## src/rtl/ptc_pkg.sv

```systemverilog
package ptc_pkg;

    localparam int CODE_W   = 9;
    localparam int PHASE_W  = 5;
    localparam int CODE_TOP = 432;

    typedef logic [CODE_W-1:0]  code_t;
    typedef logic [PHASE_W-1:0] phase_t;

    typedef enum logic [1:0] {
        ST_IDLE   = 2'd0,
        ST_SEARCH = 2'd1,
        ST_TRACK  = 2'd2,
        ST_FAIL   = 2'd3
    } ptc_state_e;

    // Allowed search window after guard bands are removed
    typedef struct packed {
        code_t lo;
        code_t hi;
    } ptc_window_t;

    // Per-sample verdict on the current phase reading
    typedef struct packed {
        logic match;      // on target and outside keep-out
        logic exact;      // on target
        logic far;        // error beyond tolerance
        logic up_track;   // preferred direction, no reversal
        logic up_search;  // direction including guard reversal
        logic blocked;    // search step would enter a guard band
    } ptc_decision_t;

    function automatic code_t clamp_code(input code_t c, input code_t top);
        return (c > top) ? top : c;
    endfunction

    function automatic phase_t phase_dist(input phase_t a, input phase_t b);
        return (a >= b) ? (a - b) : (b - a);
    endfunction

endpackage

```

## src/rtl/ptc_guard_window.sv

```systemverilog
module ptc_guard_window
    import ptc_pkg::*;
#(
    parameter int CODE_MAX = ptc_pkg::CODE_TOP
) (
    input  code_t       guard_width,
    output ptc_window_t win
);
    localparam code_t MAX_C  = code_t'(CODE_MAX);
    localparam code_t HALF_C = code_t'(CODE_MAX / 2);

    code_t g_lim;

    always_comb begin
        g_lim  = (guard_width > HALF_C) ? HALF_C : guard_width;
        win.lo = g_lim;
        win.hi = MAX_C - g_lim;
    end
endmodule

```

## src/rtl/ptc_decide.sv

```systemverilog
module ptc_decide
    import ptc_pkg::*;
#(
    parameter int ERR_TOL = 2
) (
    input  phase_t        meas,
    input  phase_t        target,
    input  phase_t        keepout,
    input  logic          slope_neg,
    input  logic          flipped,
    input  code_t         code,
    input  ptc_window_t   win,
    output ptc_decision_t dec
);
    logic in_keep;
    logic low;

    always_comb begin
        in_keep       = (meas <= keepout);
        low           = in_keep || (meas < target);
        dec.exact     = (meas == target);
        dec.match     = dec.exact && !in_keep;
        dec.far       = phase_dist(meas, target) > phase_t'(ERR_TOL);
        dec.up_track  = low ^ slope_neg;
        dec.up_search = dec.up_track ^ flipped;
        dec.blocked   = dec.up_search ? (code >= win.hi) : (code <= win.lo);
    end
endmodule

```

## src/rtl/ptc_run_counter.sv

```systemverilog
module ptc_run_counter #(
    parameter int RUN = 4
) (
    input  logic clk,
    input  logic rst,
    input  logic clr,
    input  logic adv,
    input  logic hit,
    output logic full
);
    localparam int W = $clog2(RUN + 1);

    logic [W-1:0] cnt_q;

    assign full = !clr && adv && hit && (cnt_q == W'(RUN - 1));

    always_ff @(posedge clk) begin
        if (rst || clr) begin
            cnt_q <= '0;
        end else if (adv) begin
            if (!hit || full) cnt_q <= '0;
            else              cnt_q <= cnt_q + W'(1);
        end
    end
endmodule

```

## src/rtl/phase_track_ctrl.sv

```systemverilog
module phase_track_ctrl
    import ptc_pkg::*;
#(
    parameter int CODE_MAX   = ptc_pkg::CODE_TOP,
    parameter int LOCK_RUN   = 4,
    parameter int UNLOCK_RUN = 8,
    parameter int ERR_TOL    = 2
) (
    input  logic                clk,
    input  logic                rst,
    input  logic                enable,
    input  logic                meas_valid,
    input  logic [PHASE_W-1:0]  meas_phase,
    input  logic [PHASE_W-1:0]  target_phase,
    input  logic                slope_neg,
    input  logic [PHASE_W-1:0]  keepout_max,
    input  logic [CODE_W-1:0]   start_code,
    input  logic [CODE_W-1:0]   guard_width,
    output logic [CODE_W-1:0]   delay_code,
    output logic                locked,
    output logic                search_fail
);
    localparam code_t MAX_C = code_t'(CODE_MAX);

    ptc_state_e    state_q;
    code_t         code_q;
    logic          flip_q;
    ptc_window_t   win;
    ptc_decision_t dec;
    code_t         start_c;
    code_t         track_next;
    logic          lock_full;
    logic          drop_full;
    logic          in_search;
    logic          in_track;

    assign start_c   = clamp_code(start_code, MAX_C);
    assign in_search = (state_q == ST_SEARCH);
    assign in_track  = (state_q == ST_TRACK);

    ptc_guard_window #(.CODE_MAX(CODE_MAX)) u_win (
        .guard_width (guard_width),
        .win         (win)
    );

    ptc_decide #(.ERR_TOL(ERR_TOL)) u_dec (
        .meas      (meas_phase),
        .target    (target_phase),
        .keepout   (keepout_max),
        .slope_neg (slope_neg),
        .flipped   (flip_q),
        .code      (code_q),
        .win       (win),
        .dec       (dec)
    );

    ptc_run_counter #(.RUN(LOCK_RUN)) u_lock_run (
        .clk  (clk),
        .rst  (rst),
        .clr  (!enable || !in_search),
        .adv  (meas_valid && in_search),
        .hit  (dec.match),
        .full (lock_full)
    );

    ptc_run_counter #(.RUN(UNLOCK_RUN)) u_drop_run (
        .clk  (clk),
        .rst  (rst),
        .clr  (!enable || !in_track),
        .adv  (meas_valid && in_track),
        .hit  (dec.far),
        .full (drop_full)
    );

    // Single step toward the preferred direction, held at range ends
    always_comb begin
        track_next = code_q;
        if (dec.up_track && (code_q != MAX_C))
            track_next = code_q + code_t'(1);
        else if (!dec.up_track && (code_q != '0))
            track_next = code_q - code_t'(1);
    end

    always_ff @(posedge clk) begin
        if (rst || !enable) begin
            state_q <= ST_IDLE;
            code_q  <= start_c;
            flip_q  <= 1'b0;
        end else begin
            unique case (state_q)
                ST_IDLE: begin
                    state_q <= ST_SEARCH;
                    flip_q  <= 1'b0;
                end
                ST_SEARCH: begin
                    if (meas_valid) begin
                        if (dec.match) begin
                            if (lock_full) state_q <= ST_TRACK;
                        end else if (dec.blocked) begin
                            if (flip_q) state_q <= ST_FAIL;
                            else        flip_q  <= 1'b1;
                        end else if (dec.up_search) begin
                            code_q <= code_q + code_t'(1);
                        end else begin
                            code_q <= code_q - code_t'(1);
                        end
                    end
                end
                ST_TRACK: begin
                    if (meas_valid) begin
                        if (drop_full) begin
                            state_q <= ST_SEARCH;
                            flip_q  <= 1'b0;
                        end else if (!dec.exact) begin
                            code_q <= track_next;
                        end
                    end
                end
                default: begin
                    state_q <= ST_FAIL;
                end
            endcase
        end
    end

    assign delay_code  = code_q;
    assign locked      = in_track;
    assign search_fail = (state_q == ST_FAIL);

endmodule

```

## config.mk

```make
export PLATFORM = sky130hd
export DESIGN_NAME = phase_track_ctrl
export DESIGN_NICKNAME = d
export VERILOG_FILES = /design/src/rtl/ptc_pkg.sv /design/src/rtl/ptc_guard_window.sv /design/src/rtl/ptc_decide.sv /design/src/rtl/ptc_run_counter.sv /design/src/rtl/phase_track_ctrl.sv
export SDC_FILE = /design/constraint.sdc
export NUM_CORES = 1
export LEC_CHECK = 0
export ABC_CLOCK_PERIOD_IN_PS = 13950
export CORE_MARGIN = 5
export CORE_UTILIZATION = 40
export CTS_CLUSTER_SIZE = 12
export DETAILED_ROUTE_END_ITERATION = 12
export GPL_TIMING_DRIVEN = 1
export PLACE_DENSITY_LB_ADDON = 0.08
export SKIP_CTS_REPAIR_TIMING = 1
export SYNTH_ARGS = -nofsm -noshare
export SYNTH_HDL_FRONTEND = slang
export SYNTH_SLANG_ARGS = --single-unit
```

## constraint.sdc

```tcl
create_clock -name clk -period 13.95 [get_ports clk]
set_input_delay 2.79 -clock clk [delete_from_list [all_inputs] [get_ports clk]]
set_output_delay 2.79 -clock clk [all_outputs]
set_load 0.02 [all_outputs]
```

==> flow_summary.ini, run 1 <==
[run_status]
status = completed

[power_and_ir_drop]
combinationalPowerShare_pct = 49.3
post-layout-total-power_w = 0.0002324
power.sequential.fraction_pct = 33.7
switching_power_w = 0.00009109
peakVddDrop_uv = 38.28
switching_share_pct = 39.20
p_leak_nw = 1.399
p_per_area_nw_per_um2 = 70.76
power_frac_clock_pct = 17.0
power_report.internal_total_w = 0.0001413

[floorplanning]
die_outline_area_um2 = 8497
floorplan.die.width_um = 92.18
die_h_um = 92.18
fp.coreArea_um2 = 6681
initial_utilization_pct = 40.43
io_pins = 49
placement_rows = 30

[placement]
port_buffers = 48
hpwlAfterDp_um = 5405
gpl.final_weighted_congestion = 0.7880

[global_route]
largest_net_degree_at_the_start_of_global_routing = 19
number_of_antenna_violations_at_the_first_check_in_global_routing = 0
grt_pass1_wl_um = 11010
grt_overflow_total = 0
grt_use_total_pct = 15.47
via_count_of_the_first_global_routing_pass = 2421

[worst_setup_path]
rr_worst_depth = 9
cp_num_buf_inv = 2
worst-setup-path-type = in2reg
capturing_element_type_of_the_critical_path = flip-flop
crit_path_largest_cell_delay_ns = 0.82
critPathLaunchType = input pin
critPathArrivalTime_ns = 7.59
timing.critical_path.fanout_max = 11
critical_path_top_delay_cell = sky130_fd_sc_hd__a32oi_1
worstReg2RegStart = delay_code[4]
timing.rr.end = delay_code[0]
crit_chain = clkdlybuf4s50_1 > or3_1 > a31o_2 > a31oi_1 > and2_1 > inv_1 > ha_1 > nor3b_1 > xnor2_1 > and2_1 > ha_1 > a21o_1 > a21o_1 > a21oi_1 > o21a_1 > o21ai_0 > mux2i_1 > o21ai_0 > a32oi_1
crit_required_ns = 13.84
r2r_slack_ns = 10.78
crit_family = compound AO/OA/AOI/OAI gates

[timing]
fin_tns_setup_ns = 0
fmax_mhz = 129.8
setup_viol_count_final = 0
timing.slew.headroom_pct = 30.34
tightest_slew_ns = 1.045
period_needed_ns = 7.705
rsz0062_at_grt = no
timing.final.crit_share_pct = 55.23
timing_max_transition_violations_final = 0
final.setup_skew_ns = 0.006586
report.final.hold_viol_count = 0

[route]
post-route-drc-count = 0
detailroute.via_count = 2573
wl_per_cell_um = 14.29
via_count_normalized_by_instance_count = 5.498
drt_iter0_drc = 123
totalWireLength_um = 6688
antenna_violating_nets_post_route = 0
firstDrtPassIters = 4

[run]
max_cap_violations = 0

[worst_hold_path]
worst_hold_startpoint = u_drop_run.cnt_q[2]
holdCritPathClass = reg2reg
hold_depth = 1
hold-path-endpoint = u_drop_run.cnt_q[2]

[clock_network]
root_buffer = sky130_fd_sc_hd__clkbuf_8
clk_latency_ns = 0.26
cts_tree = done
clockBufferDepth = 2
cts_sinks = 19
cts_made_buffers = 3
clkTransAtPathRegs_ns = 0.08
htreeDepth = 1

[synth]
synth_fp_nets = 428
postSynth.topFlopCell = sky130_fd_sc_hd__dfxtp_1
synth-edff-count = 9
postSynthCellCount = 347
postSynthAreaPerCell_um2 = 7.785
post_synth_instance_area_um2 = 2701
synth_seq_cells = 19
synth-warning-count = 0
synth-seq-area-share_pct = 17.42
synth.lib_cells_used.distinct = 56
async_reset_ff_share_pct = 0

[final_layout]
antenna-diode-count = 0
synthToLayoutAreaGrowth_pct = 21.58
fraction_of_final_layout_cells_sized_beyond_drive_strength_1_pct = 3.866
layout.cells.most_common_list = sky130_fd_sc_hd__clkdlybuf4s50_1 (48), sky130_fd_sc_hd__ha_1 (41), sky130_fd_sc_hd__inv_1 (33)
final.fill_count = 698
net_count_of_the_finished_layout = 470
mostFrequentLayoutCell = sky130_fd_sc_hd__clkdlybuf4s50_1
[synthesized netlist by cell type (4+ instances only)]
master | n | area, um^2
sky130_fd_sc_hd__and3_1 | 11 | 68.82
sky130_fd_sc_hd__o21a_1 | 4 | 30.03
sky130_fd_sc_hd__dfxtp_1 | 10 | 200.2
sky130_fd_sc_hd__or4_1 | 4 | 30.03
sky130_fd_sc_hd__ha_1 | 41 | 513.0
sky130_fd_sc_hd__a21o_1 | 8 | 60.06
sky130_fd_sc_hd__a21oi_1 | 17 | 85.08
sky130_fd_sc_hd__nor3b_1 | 4 | 30.03
sky130_fd_sc_hd__nor2_1 | 26 | 97.59
sky130_fd_sc_hd__xor2_1 | 8 | 70.07
sky130_fd_sc_hd__or3_1 | 5 | 31.28
sky130_fd_sc_hd__and2_1 | 5 | 31.28
sky130_fd_sc_hd__edfxtp_1 | 9 | 270.3
sky130_fd_sc_hd__nand3_1 | 17 | 85.08
sky130_fd_sc_hd__nand2b_1 | 7 | 43.79
sky130_fd_sc_hd__o211ai_1 | 5 | 37.54
sky130_fd_sc_hd__o21ai_0 | 13 | 65.06
sky130_fd_sc_hd__a31oi_1 | 5 | 31.28
sky130_fd_sc_hd__xnor2_1 | 8 | 70.07
sky130_fd_sc_hd__clkbuf_1 | 8 | 30.03
sky130_fd_sc_hd__nand4_1 | 9 | 56.30
sky130_fd_sc_hd__nand2_1 | 24 | 90.09
sky130_fd_sc_hd__nor2b_1 | 8 | 50.05
sky130_fd_sc_hd__buf_2 | 4 | 20.02
sky130_fd_sc_hd__inv_1 | 33 | 123.9
sky130_fd_sc_hd__nor3_1 | 12 | 60.06
[cells by family after synthesis]
| kind of cell | share of synthesized area (%) |
|---|---|
| AND/OR/NAND/NOR | 27.47 |
| AO/OA/AOI/OAI | 20.94 |
| buffers and inverters | 6.438 |
| adder cells (fa/ha/maj) | 20.47 |
| flip-flops | 17.42 |
| XOR/XNOR | 6.021 |
| multiplexers | 1.112 |
| other | 0.1388 |
[registers in the layout (all words and copies together) (netlist names)]
name              count
state_q               2
flip_q                1
delay_code            9
u_drop_run.cnt_q      4
u_lock_run.cnt_q      3
[cell type report]
| class | count | area, um^2 | area share, % |
|---|---|---|---|
| inverters | 33 | 123.9 | 3.771 |
| flip-flops and latches | 19 | 470.5 | 14.32 |
| well taps | 80 | 100.1 | 3.048 |
| clock buffers | 4 | 45.04 | 1.371 |
| repair buffers | 49 | 488.0 | 14.86 |
| multi-input cells | 283 | 2057 | 62.63 |
[worst max path at each step]
stage	from	endpoint	slack, ns	cells after the start
2_1_floorplan	guard_width[0]	delay_code[0]	7.13	19
3_3_place_gp	guard_width[0]	delay_code[0]	6.10	19
3_5_place_dp	guard_width[0]	delay_code[0]	5.93	19
4_1_cts	guard_width[0]	delay_code[0]	6.16	19
5_1_grt	guard_width[0]	delay_code[3]	5.95	19
6_report	guard_width[0]	delay_code[0]	6.25	19
[routing by layer]
layer	track usage, %	part of all wire, %	up-vias
met5	0	0	-
met4	2.228	0.42	0
met3	2.871	4.2	2
met2	25.30	44	51
met1	21.59	51	1185
li1	-	-	1335
[power by group through the flow]
| stage | clock (W) | sequential, W | combinational, W |
|---|---|---|---|
| after global routing | 0.0000438 | 0.0000794 | 0.000129 |
| after detailed placement | 0 | 0.0000793 | 0.000114 |
| after global placement | 0 | 0.0000796 | 0.000113 |
| after floorplan | 0 | 0.0000792 | 0.0000740 |
| final | 0.0000394 | 0.0000783 | 0.000115 |
| after CTS | 0.0000405 | 0.0000782 | 0.000115 |
[through the flow]
stage          instance area, um^2  util [%]  setup WS (ns)  std cells  hold WS [ns]
4_1_cts                       3284     49.16          6.163        468        0.4845
5_1_grt                       3284     49.16          5.949        468        0.5103
6_report                      3284     49.16          6.245        468        0.4853
3_3_place_gp                  3239     48.48          6.105        464        0.4562
2_1_floorplan                 2701         -          7.125        347        0.4389
3_5_place_dp                  3239     48.48          5.930        464        0.4667
Power figures use the tool's default switching activity.
==> inputs of run 2 (changes only) <==
ABC_CLOCK_PERIOD_IN_PS = 6600   (was 13950)
clock period = 6.6 ns   (was 13.95 ns; I/O delays follow)
==> flow_summary.ini, run 2 (synthesis results as in run 1) <==
[worst_setup_path]
crit_family = compound AO/OA/AOI/OAI gates
crit_required_ns = 6.57
critPathArrivalTime_ns = 5.33
cp_num_buf_inv = 4
critPathLaunchType = input pin
capturing_element_type_of_the_critical_path = flip-flop
worst-setup-path-type = in2reg
timing.critical_path.fanout_max = 11
crit_path_largest_cell_delay_ns = 0.42
crit_chain = clkdlybuf4s50_1 > or3_1 > a31o_2 > a31oi_1 > buf_4 > and2_1 > inv_1 > ha_1 > nor3b_1 > xnor2_1 > and2_1 > ha_1 > a21o_1 > a21o_1 > a21oi_1 > o21a_1 > o21ai_0 > mux2i_1 > o21ai_0 > a32oi_1 > buf_4
critical_path_top_delay_cell = sky130_fd_sc_hd__or3_1

[run_status]
status = completed

[timing]
period_needed_ns = 5.362
timing_max_transition_violations_final = 0
worst_hold_slack_ns = 0.4760
fmax_mhz = 186.5
timing.final.crit_share_pct = 81.24
rsz0062_at_grt = no
final.setup_skew_ns = 0.004876
timing.slew.headroom_pct = 50.86
setup_viol_count_final = 0
fin_tns_setup_ns = 0
report.final.hold_viol_count = 0
tightest_slew_ns = 0.7371

[clock_network]
htreeDepth = 1
clkTransAtPathRegs_ns = 0.08
clk_latency_ns = 0.26
cts_sinks = 19
root_buffer = sky130_fd_sc_hd__clkbuf_8
cts_made_buffers = 3
cts_tree = done
clockBufferDepth = 2

[floorplanning]
die_h_um = 92.18
fp.coreArea_um2 = 6681
initial_utilization_pct = 40.43
die_outline_area_um2 = 8497
floorplan.die.width_um = 92.18
placement_rows = 30
io_pins = 49

[final_layout]
synthToLayoutAreaGrowth_pct = 22.14
finalCoreUtilization_pct = 49.38
max_reg_flops = 9
fraction_of_final_layout_cells_sized_beyond_drive_strength_1_pct = 4.359
mostFrequentLayoutCell = sky130_fd_sc_hd__clkdlybuf4s50_1
layout.cells.most_common_list = sky130_fd_sc_hd__clkdlybuf4s50_1 (48), sky130_fd_sc_hd__ha_1 (41), sky130_fd_sc_hd__inv_1 (33)
net_count_of_the_finished_layout = 472
antenna-diode-count = 0
postLayoutCellArea_um2 = 3299
final_cell_count_no_fill = 470
final.fill_count = 664

[placement]
detailed_place.area_um2 = 3254
place_inst = 466
port_buffers = 48
gpl.final_weighted_congestion = 0.7682
hpwlAfterDp_um = 5245

[global_route]
via_count_of_the_first_global_routing_pass = 2425
grt_use_total_pct = 15.55
number_of_antenna_violations_at_the_first_check_in_global_routing = 0
grt_overflow_total = 0
grt_pass1_wl_um = 11120
gr-usage-met2_pct = 25.18
globalRouteMet1Util_pct = 22.08
gr-max-usage-layer = met2
largest_net_degree_at_the_start_of_global_routing = 19
grt.met3_usage_pct = 2.133

[route]
antenna_violating_nets_post_route = 0
totalWireLength_um = 6536
firstDrtPassIters = 4
wl_per_cell_um = 13.91
via_count_normalized_by_instance_count = 5.443
detailroute.via_count = 2558
post-route-drc-count = 0
drt_iter0_drc = 147

[run]
max_cap_violations = 0

[worst_hold_path]
holdCritPathClass = reg2reg

[power_and_ir_drop]
p_leak_nw = 1.408
p_per_area_nw_per_um2 = 148.3
peakVddDrop_uv = 81.43
run 2: cell count changes in the layout (fill, tap and decap cells not counted), sizes merged:
| cell | delta |
|---|---|
| buf | +2 |
run 2: area by class of cell:
class | instances | area, um^2 | share of cell area [%]
well taps | 80 | 100.1 | 3.034
clock buffers | 4 | 45.04 | 1.365
inverters | 33 | 123.9 | 3.754
repair buffers | 51 | 503.0 | 15.24
flip-flops and latches | 19 | 470.5 | 14.26
multi-input cells | 283 | 2057 | 62.34
run 2: worst paths after layout:
path / startpoint / to / slack, ns / depth (start not counted)
setup reg to reg: delay_code[0] / delay_code[8] / 3.71 / 9
hold reg to reg: u_drop_run.cnt_q[2] / u_drop_run.cnt_q[2] / 0.48 / 1
setup / recovery: guard_width[0] / delay_code[7] / 1.24 / 21
hold / removal: u_drop_run.cnt_q[2] / u_drop_run.cnt_q[2] / 0.48 / 1
run 2: report_power, final:
group | total (W) | switching, W | internal (W)
Sequential | 0.000165 | 0.0000275 | 0.000137
Clock | 0.0000836 | 0.0000407 | 0.0000430
Combinational | 0.000241 | 0.000122 | 0.000119
Total | 0.000489 | 0.000190 | 0.000299
run 2: layer usage:
metal,vias up,routed length (um)
met2,72,2874
met5,-,0
li1,1336,-
met3,4,316
met1,1146,3305
met4,0,40
run 2: through the flow:
| stage | power [W] | worst slack (ns) |
|---|---|---|
| 4_1_cts | 0.0004947 | 1.215 |
| 3_5_place_dp | 0.0004085 | 0.9390 |
| 6_report | 0.0004893 | 1.238 |
| 2_1_floorplan | 0.0003238 | 1.245 |
| 5_1_grt | 0.0005324 | 0.9584 |
| 3_3_place_gp | 0.0004089 | 1.046 |
==> inputs of run 3 (changes only) <==
ABC_CLOCK_PERIOD_IN_PS = 4700   (was 6600)
clock period = 4.7 ns   (was 6.6 ns; I/O delays follow)
==> flow_summary.ini, run 3 (synthesis results as in run 1) <==
[power_and_ir_drop]
combinationalPowerShare_pct = 51.3
post-layout-total-power_w = 0.0007282
power_report.internal_total_w = 0.0004407
p_per_area_nw_per_um2 = 208.5
p_leak_nw = 1.521
power_frac_clock_pct = 16.5
power.sequential.fraction_pct = 32.2
switching_power_w = 0.0002875
switching_share_pct = 39.48
peakVddDrop_uv = 108.5

[timing]
period_needed_ns = 4.530
rsz0062_at_grt = no
timing.slew.headroom_pct = 51.59
timing.final.crit_share_pct = 96.39
report.final.hold_viol_count = 0
timing_max_transition_violations_final = 0
tightest_slew_ns = 0.7261
setup_viol_count_final = 0
worst_hold_slack_ns = 0.4761
final.setup_skew_ns = 0.005363
fmax_mhz = 220.7

[final_layout]
synthToLayoutAreaGrowth_pct = 29.32
fraction_of_final_layout_cells_sized_beyond_drive_strength_1_pct = 9.453
multiInputGateArea_um2 = 2123
max_reg_flops = 9
mostFrequentLayoutCell = sky130_fd_sc_hd__clkdlybuf4s50_1
net_count_of_the_finished_layout = 484
final_cell_count_no_fill = 482
final.fill_count = 653
postLayoutCellArea_um2 = 3493
layout.cells.most_common_list = sky130_fd_sc_hd__clkdlybuf4s50_1 (45), sky130_fd_sc_hd__ha_1 (40), sky130_fd_sc_hd__inv_1 (33)
register_area_um2 = 470.5
antenna-diode-count = 0

[worst_setup_path]
timing.critical_path.fanout_max = 4
crit_chain = dlymetal6s2s_1 > or3_4 > a31o_4 > a31oi_4 > and2_4 > inv_1 > ha_1 > nor3b_2 > xnor2_1 > and2_4 > ha_4 > a21o_1 > a21o_1 > a21oi_2 > o21a_1 > o21ai_2 > mux2i_1 > o21ai_1 > a32oi_2 > clkbuf_16
worstReg2RegStart = delay_code[0]
capturing_element_type_of_the_critical_path = flip-flop
rr_worst_depth = 9
critPathArrivalTime_ns = 4.51
crit_path_largest_cell_delay_ns = 0.40
critPathLaunchType = input pin
critical_path_top_delay_cell = sky130_fd_sc_hd__or3_4
r2r_slack_ns = 1.86
timing.rr.end = delay_code[8]
crit_required_ns = 4.68
worst-setup-path-type = in2reg

[placement]
gpl.final_weighted_congestion = 0.8077
port_buffers = 48
detailed_place.area_um2 = 3349
hpwlAfterDp_um = 5696
place_inst = 476

[clock_network]
cts_sinks = 19
cts_made_buffers = 3
clockBufferDepth = 2
htreeDepth = 1
root_buffer = sky130_fd_sc_hd__clkbuf_8
clk_latency_ns = 0.26
clkTransAtPathRegs_ns = 0.08
cts_tree = done

[global_route]
largest_net_degree_at_the_start_of_global_routing = 19
via_count_of_the_first_global_routing_pass = 2567
grt_pass1_wl_um = 11570
grt_use_total_pct = 16.42
grt_overflow_total = 0
number_of_antenna_violations_at_the_first_check_in_global_routing = 0

[route]
totalWireLength_um = 7117
post-route-drc-count = 0
detailroute.via_count = 2683
firstDrtPassIters = 4
wl_per_cell_um = 14.77
drt_iter0_drc = 91
antenna_violating_nets_post_route = 0
via_count_normalized_by_instance_count = 5.566

[floorplanning]
die_outline_area_um2 = 8497
floorplan.die.width_um = 92.18
fp.coreArea_um2 = 6681
placement_rows = 30
io_pins = 49
die_h_um = 92.18
initial_utilization_pct = 40.43

[run_status]
status = completed

[worst_hold_path]
hold_depth = 1
holdCritPathClass = reg2reg
hold-path-endpoint = u_drop_run.cnt_q[2]
worst_hold_startpoint = u_drop_run.cnt_q[2]

[run]
max_cap_violations = 0
-- run 3: cell types whose count changed in the layout (fill, tap and decap cells not counted), sizes merged --
| cell | before | now |
|---|---|---|
| clkbuf | 4 | 5 |
| dlymetal6s2s | 0 | 3 |
| clkdlybuf4s50 | 48 | 45 |
| buf | 3 | 14 |
-- run 3: metal layers --
| metal | routed length [um] | part of all wire (%) | GRT usage (%) | up-vias |
|---|---|---|---|---|
| li1 | - | - | - | 1369 |
| met1 | 3297 | 46 | 21.12 | 1247 |
| met2 | 3389 | 48 | 27.98 | 56 |
| met3 | 309 | 4.3 | 2.543 | 11 |
| met4 | 121 | 1.7 | 5.322 | 0 |
| met5 | 0 | 0 | 0 | - |
-- run 3: stage by stage --
stage	setup slack (ns)	setup TNS [ns]	util [%]
final	0.1696	0	52.28
after global routing	0.02194	0	52.28
after CTS	-0.2386	-2.144	50.81
after detailed placement	-0.5039	-4.862	50.13
after global placement	-0.3441	-3.234	50.13
after floorplan	0.01056	0	-
-- run 3: critical path: cells and delay by family --
kind	cells	cell delay [ns]
AOI/OAI and AO/OA	9	1.55
buffers and inverters	3	0.39
and+or+nand+nor	4	0.91
xor gates and xnor gates	1	0.16
adders and majority gates	2	0.38
muxes	1	0.19
-- run 3: layout make-up --
type | count | area share (%)
multi-input cells | 283 | 60.78
repair buffers | 63 | 18.05
flip-flops and latches | 19 | 13.47
inverters | 33 | 3.546
well taps | 80 | 2.865
clock buffers | 4 | 1.289
-- run 3: worst max path at each step --
stage	cells after the start	start	to	slack (ns)
after floorplan	19	guard_width[0]	delay_code[0]	0.01
after global placement	20	guard_width[0]	delay_code[4]	-0.34
after detailed placement	20	guard_width[0]	delay_code[1]	-0.50
after CTS	20	guard_width[0]	delay_code[4]	-0.24
after global routing	20	guard_width[1]	delay_code[8]	0.02
final	20	guard_width[1]	delay_code[8]	0.17
-- run 3: power by group through the flow --
stage | Combinational (W) | Sequential (W) | Clock, W
3_3_place_gp | 0.000353 | 0.000236 | 0
4_1_cts | 0.000361 | 0.000233 | 0.000121
2_1_floorplan | 0.000222 | 0.000235 | 0
6_report | 0.000374 | 0.000234 | 0.000120
5_1_grt | 0.000414 | 0.000238 | 0.000126
3_5_place_dp | 0.000359 | 0.000236 | 0
